===== src/rtl/cf_pkg.sv =====
package cf_pkg;

    localparam int CHAR_W = 10;
    localparam logic [CHAR_W-1:0] COMMA_NEG = 10'b0011111010;
    localparam logic [CHAR_W-1:0] COMMA_POS = 10'b1100000101;

    typedef enum logic [1:0] {
        ST_SEARCH = 2'd0,
        ST_LOCK   = 2'd1,
        ST_RUN    = 2'd2
    } cf_state_e;

    function automatic logic is_comma(input logic [CHAR_W-1:0] v);
        return (v == COMMA_NEG) || (v == COMMA_POS);
    endfunction

endpackage


===== src/rtl/cf_window.sv =====
module cf_window #(
    parameter int W = cf_pkg::CHAR_W
) (
    input  logic         clk,
    input  logic         rst_n,
    input  logic         ser_in,
    output logic [W-1:0] win,
    output logic         win_is_k
);

    logic [W-1:0] sh_q;

    // newest bit enters at the LSB, so the oldest bit sits in the MSB
    always_ff @(posedge clk or negedge rst_n) begin
        if (!rst_n) sh_q <= '0;
        else        sh_q <= {sh_q[W-2:0], ser_in};
    end

    assign win      = sh_q;
    assign win_is_k = cf_pkg::is_comma(sh_q);

endmodule


===== src/rtl/cf_phase.sv =====
module cf_phase #(
    parameter int PERIOD   = 10,
    parameter int HIGH_LEN = 5,
    parameter int CW       = $clog2(PERIOD)
) (
    input  logic          clk,
    input  logic          rst_n,
    input  logic          hold,
    input  logic          restart,
    output logic [CW-1:0] cnt,
    output logic          at_end,
    output logic          fall_next,
    output logic          char_clk
);

    localparam logic [CW-1:0] LAST = CW'(PERIOD - 1);
    localparam logic [CW-1:0] FALL = CW'(HIGH_LEN - 1);
    localparam logic [CW-1:0] HI   = CW'(HIGH_LEN);

    logic [CW-1:0] cnt_q;

    // reset parks the counter at the last slot, so char_clk starts low
    always_ff @(posedge clk or negedge rst_n) begin
        if (!rst_n)               cnt_q <= LAST;
        else if (restart)         cnt_q <= '0;
        else if (!hold) begin
            if (cnt_q == LAST)    cnt_q <= '0;
            else                  cnt_q <= cnt_q + 1'b1;
        end
    end

    assign cnt       = cnt_q;
    assign at_end    = (cnt_q == LAST);
    assign fall_next = (cnt_q == FALL);
    assign char_clk  = (cnt_q < HI);

endmodule


===== src/rtl/comma_framer.sv =====
module comma_framer #(
    parameter int RDY_LOW  = 6,
    parameter int CLK_HIGH = 5
) (
    input  logic                      clk,
    input  logic                      rst_n,
    input  logic                      ser_in,
    input  logic                      realign_req,
    input  logic                      unencoded,
    output logic [cf_pkg::CHAR_W-1:0] char_out,
    output logic                      comma_flag,
    output logic                      char_clk,
    output logic                      rdy_n
);
    import cf_pkg::*;

    localparam int PERIOD = CHAR_W;
    localparam int CW     = $clog2(PERIOD);
    localparam logic [CW-1:0] LOW_C = CW'(RDY_LOW);

    logic [CHAR_W-1:0] win;
    logic              win_is_k;
    logic [CW-1:0]     cnt;
    logic              at_end, fall_next;
    logic              hold, restart, load, clr_req;
    logic              pulse_q, pulse_nxt;
    logic              req_lat;
    logic [CHAR_W-1:0] look_q, out_q;
    logic              kflag_q, look_k;
    cf_state_e         state, state_nxt;

    cf_window #(.W(CHAR_W)) u_win (
        .clk      (clk),
        .rst_n    (rst_n),
        .ser_in   (ser_in),
        .win      (win),
        .win_is_k (win_is_k)
    );

    cf_phase #(.PERIOD(PERIOD), .HIGH_LEN(CLK_HIGH), .CW(CW)) u_phase (
        .clk       (clk),
        .rst_n     (rst_n),
        .hold      (hold),
        .restart   (restart),
        .cnt       (cnt),
        .at_end    (at_end),
        .fall_next (fall_next),
        .char_clk  (char_clk)
    );

    assign look_k = is_comma(look_q);

    // next state and datapath controls
    always_comb begin
        state_nxt = state;
        hold      = 1'b0;
        restart   = 1'b0;
        load      = 1'b0;
        clr_req   = 1'b0;
        pulse_nxt = pulse_q;
        unique case (state)
            ST_SEARCH: begin
                if (win_is_k) begin
                    state_nxt = ST_LOCK;
                    restart   = 1'b1;
                    load      = 1'b1;
                    pulse_nxt = 1'b0;
                end else begin
                    hold = 1'b1;
                end
            end
            ST_LOCK: begin
                if (at_end) begin
                    state_nxt = ST_RUN;
                    load      = 1'b1;
                    pulse_nxt = 1'b1;
                end
            end
            ST_RUN: begin
                if (at_end) begin
                    if (req_lat) begin
                        state_nxt = ST_SEARCH;
                        hold      = 1'b1;
                        clr_req   = 1'b1;
                        pulse_nxt = 1'b0;
                    end else begin
                        load      = 1'b1;
                        pulse_nxt = unencoded ? look_k : !(look_k && win_is_k);
                    end
                end
            end
            default: state_nxt = ST_SEARCH;
        endcase
    end

    // state register
    always_ff @(posedge clk or negedge rst_n) begin
        if (!rst_n) state <= ST_SEARCH;
        else        state <= state_nxt;
    end

    // character pipeline, ready decision and request latch
    always_ff @(posedge clk or negedge rst_n) begin
        if (!rst_n) begin
            look_q  <= '0;
            out_q   <= '0;
            kflag_q <= 1'b0;
            pulse_q <= 1'b0;
            req_lat <= 1'b0;
        end else begin
            if (load) begin
                look_q  <= win;
                out_q   <= look_q;
                kflag_q <= look_k;
            end
            pulse_q <= pulse_nxt;
            if (clr_req)        req_lat <= 1'b0;
            else if (fall_next) req_lat <= realign_req;
        end
    end

    // outputs
    always_comb begin
        char_out   = out_q;
        comma_flag = kflag_q;
        rdy_n      = !(pulse_q && (cnt < LOW_C));
    end

endmodule


===== config.mk =====
export PLATFORM = sky130hd
export DESIGN_NAME = comma_framer
export DESIGN_NICKNAME = d
export VERILOG_FILES = /design/src/rtl/cf_pkg.sv /design/src/rtl/cf_window.sv /design/src/rtl/cf_phase.sv /design/src/rtl/comma_framer.sv
export SDC_FILE = /design/constraint.sdc
export NUM_CORES = 1
export LEC_CHECK = 0
export BUFFER_PORTS_ARGS = -buffer_cell sky130_fd_sc_hd__buf_4
export CORE_UTILIZATION = 60
export DETAILED_ROUTE_END_ITERATION = 8
export PLACE_DENSITY = 0.81
export SYNTH_ARGS = -nofsm -noshare
export SYNTH_HDL_FRONTEND = slang
export SYNTH_SLANG_ARGS = --single-unit

===== constraint.sdc =====
create_clock -name clk -period 5.6 [get_ports clk]
set_input_delay 0.84 -clock clk [delete_from_list [all_inputs] [get_ports clk]]
set_output_delay 0.84 -clock clk [all_outputs]
set_load 0.02 [all_outputs]

==> out/metrics.yaml <==
drv_slew: 0
synth_nets: 150
fp-row-count: 19
endpoint: "char_out[1]$_DFFE_PN0P_"
drcViolationCount: 1
synth_flop_cell: "dfrtp_1"
r2r-start: "u_phase.cnt[0]$_DFFE_PN1P_"
tns_ns: 0
die_h_um: 57.5
boundaryPins: 18
power_mw: 0.595
cts_inserted_buffers: 5
holdCritPathClass: "in2async"
cts-root-buf: "clkbuf_4"
placed_area_sq_um: 1990
ys_seq_elements: 39
violations: "design-rule violations"
final_area_sq_um: 2050
max-cap-violations: 0
startpoint: "u_phase.cnt[0]$_DFFE_PN1P_"
grt_util_met2_pct: 34.1
crit_fanout: 21
grt_max_degree: 40
worst_pin_slew_ns: 0.931
ys_seq_area_share_pct: 52.9
fin_crit_sh_pct: 44.4
clk_pin_slew_ns: 0.11
syn_avg_cell_area_sq_um: 13.6
area_growth_pct: 10.7
cp.required_ns: 5.84
start_util_pct: 65.4
fin_nets: 172
hold_violations: 0
num-fill-cells: 204
grt_pass1_vias: 1185
post_cts.repair.setup_buffers: 0
crit_type: "reg2reg"
syn_inst: 136
grt_usage_pct: 22.7
setup_viol: 0
ir_drop_mv: 0.169
wl_per_cell_um: 16.4
startpoint_type: "flop"
p_leak_nw: 0.979
syn-cell-area_sq_um: 1850
skew_ns: 0.00931
arrival_ns: 2.73
synth_edf_count: 0
maxSlewHeadroom_pct: 37.8
busiest_layer: "met2"
antenna_found_initial: 0
r2r_end: "char_out[1]$_DFFE_PN0P_"
rrSetupSlack_ns: 3.11
dr_total_vias: 1165
cts_resized: 0
outcome: "finished, violations left"
met1_usage_pct: 30.1
die_w_um: 57.5
cts_sinks: 39
ant_nets: 0
drt_iter0_drc: 54
dp_hpwl_um: 2210
routed_wl_um: 3120
drive_gt1_share_pct: 34.0
max_freq_ghz: 0.402
coreArea_sq_um: 2830
grt_pass1_wl_um: 5550
worstRegToRegCells: 5
io_buffers: 17
synthArstFlopShare_pct: 100
routabilityCongestion: 0.870
clock_latency_ns: 0.35
via_per_inst: 6.13
die-area_sq_um: 3310
postCtsHoldBufs: 0
diodes: 0
rsz0062_at_grt: "false"
cts_max_level: 2
grt-ovfl-total: 0
met3_usage_pct: 7.48
dr.pass1.iters: 6
synth_warnings: 0
end_kind: "flop"
yosysUniqueCellTypes: 34
clockBufferDepth: 2
period_needed_ns: 2.49
p_per_area_nw_per_um2: 291
cts_tree: "yes"
## placed cells by master (no fill, tap or decap), drive strengths merged, types with 4 or more instances in the layout
master,n
a21oi,11
ha,9
o21ai,4
nand2,4
dfrtp,37
nor4,4
buf,17
mux2,22
inv,8
clkbuf,6
nor2,6
## routing by layer
layer,up-vias,share of wire [%]
li1,536,-
met1,583,46
met2,39,46
met3,7,5.6
met4,0,1.9
met5,-,0
## stage by stage
| stage | utilization [%] | hold slack, ns | cells | setup WS (ns) |
|---|---|---|---|---|
| floorplan | - | 0.380 | 136 | 3.74 |
| global placement | 70.5 | 0.403 | 182 | 3.25 |
| detailed placement | 70.5 | 0.407 | 182 | 3.13 |
| CTS | 72.4 | 0.433 | 190 | 3.10 |
| global route | 72.4 | 0.450 | 190 | 3.00 |
| finish | 72.4 | 0.423 | 190 | 3.11 |
## flip-flops by register name, summed over array words and instances (netlist names)
| name | count |
|---|---|
| u_phase.cnt | 4 |
| pulse_q | 1 |
| look_q | 10 |
| char_out | 10 |
| u_win.win | 10 |
| state | 2 |
| comma_flag | 1 |
| req_lat | 1 |
## how the worst min path moves through the flow
stage | end | slack, ns | startpoint | cells past startpoint
final | req_lat$_DFFE_PN0P_ | 0.42 | rst_n | 1
after global routing | u_win.win[4]$_DFF_PN0_ | 0.45 | u_win.win[3]$_DFF_PN0_ | 0
after CTS | u_win.win[1]$_DFF_PN0_ | 0.43 | u_win.win[0]$_DFF_PN0_ | 0
after detailed placement | u_win.win[1]$_DFF_PN0_ | 0.41 | u_win.win[0]$_DFF_PN0_ | 0
after global placement | u_win.win[3]$_DFF_PN0_ | 0.40 | u_win.win[2]$_DFF_PN0_ | 0
after floorplan | u_win.win[1]$_DFF_PN0_ | 0.38 | u_win.win[0]$_DFF_PN0_ | 0
## worst max-delay path: stages (launching register included)
cell and delay, ns:
dfstp_2 0.60, ha_1 0.20, and3b_1 0.29, o21ai_2 0.11, a21oi_4 0.75, mux2_2 0.41
## cells in the mapped netlist (all sizes together), types with 4 or more instances
master	count	area [sq um]
nand2	4	15.0
ha	9	113
nor4	4	40.0
nor2	6	22.5
o21ai	4	27.5
mux2	22	323
a21oi	11	66.3
inv	8	30.0
dfrtp	37	926
## final cells by class
| cell class | instances | area (sq um) | share of cell area, % |
|---|---|---|---|
| Sequential cell | 39 | 978 | 47.8 |
| Clock buffer | 6 | 41.3 | 2.02 |
| Inverter | 8 | 30.0 | 1.47 |
| Clock inverter | 2 | 12.5 | 0.611 |
| Tap cell | 31 | 38.8 | 1.89 |
| Timing Repair Buffer | 17 | 128 | 6.23 |
| Multi-Input combinational cell | 87 | 818 | 40.0 |
## power breakdown
part	switching [mW]	total [mW]	leakage, nW	internal (mW)
clock	0.0913	0.140	0.0282	0.0484
sequential	0.0317	0.341	0.511	0.309
combinational	0.0616	0.114	0.440	0.0528
## cell families (layout without fill, tap and decap cells)
group | after synthesis | in the layout | synth area share, %
flops | 39 | 39 | 52.9
simple gates | 34 | 34 | 12.4
mux | 23 | 23 | 18.0
compound gates | 21 | 21 | 7.71
buf+inv | 10 | 33 | 2.84
fa+ha+maj | 9 | 9 | 6.09
Note: power is estimated with default switching activity, not from simulation.
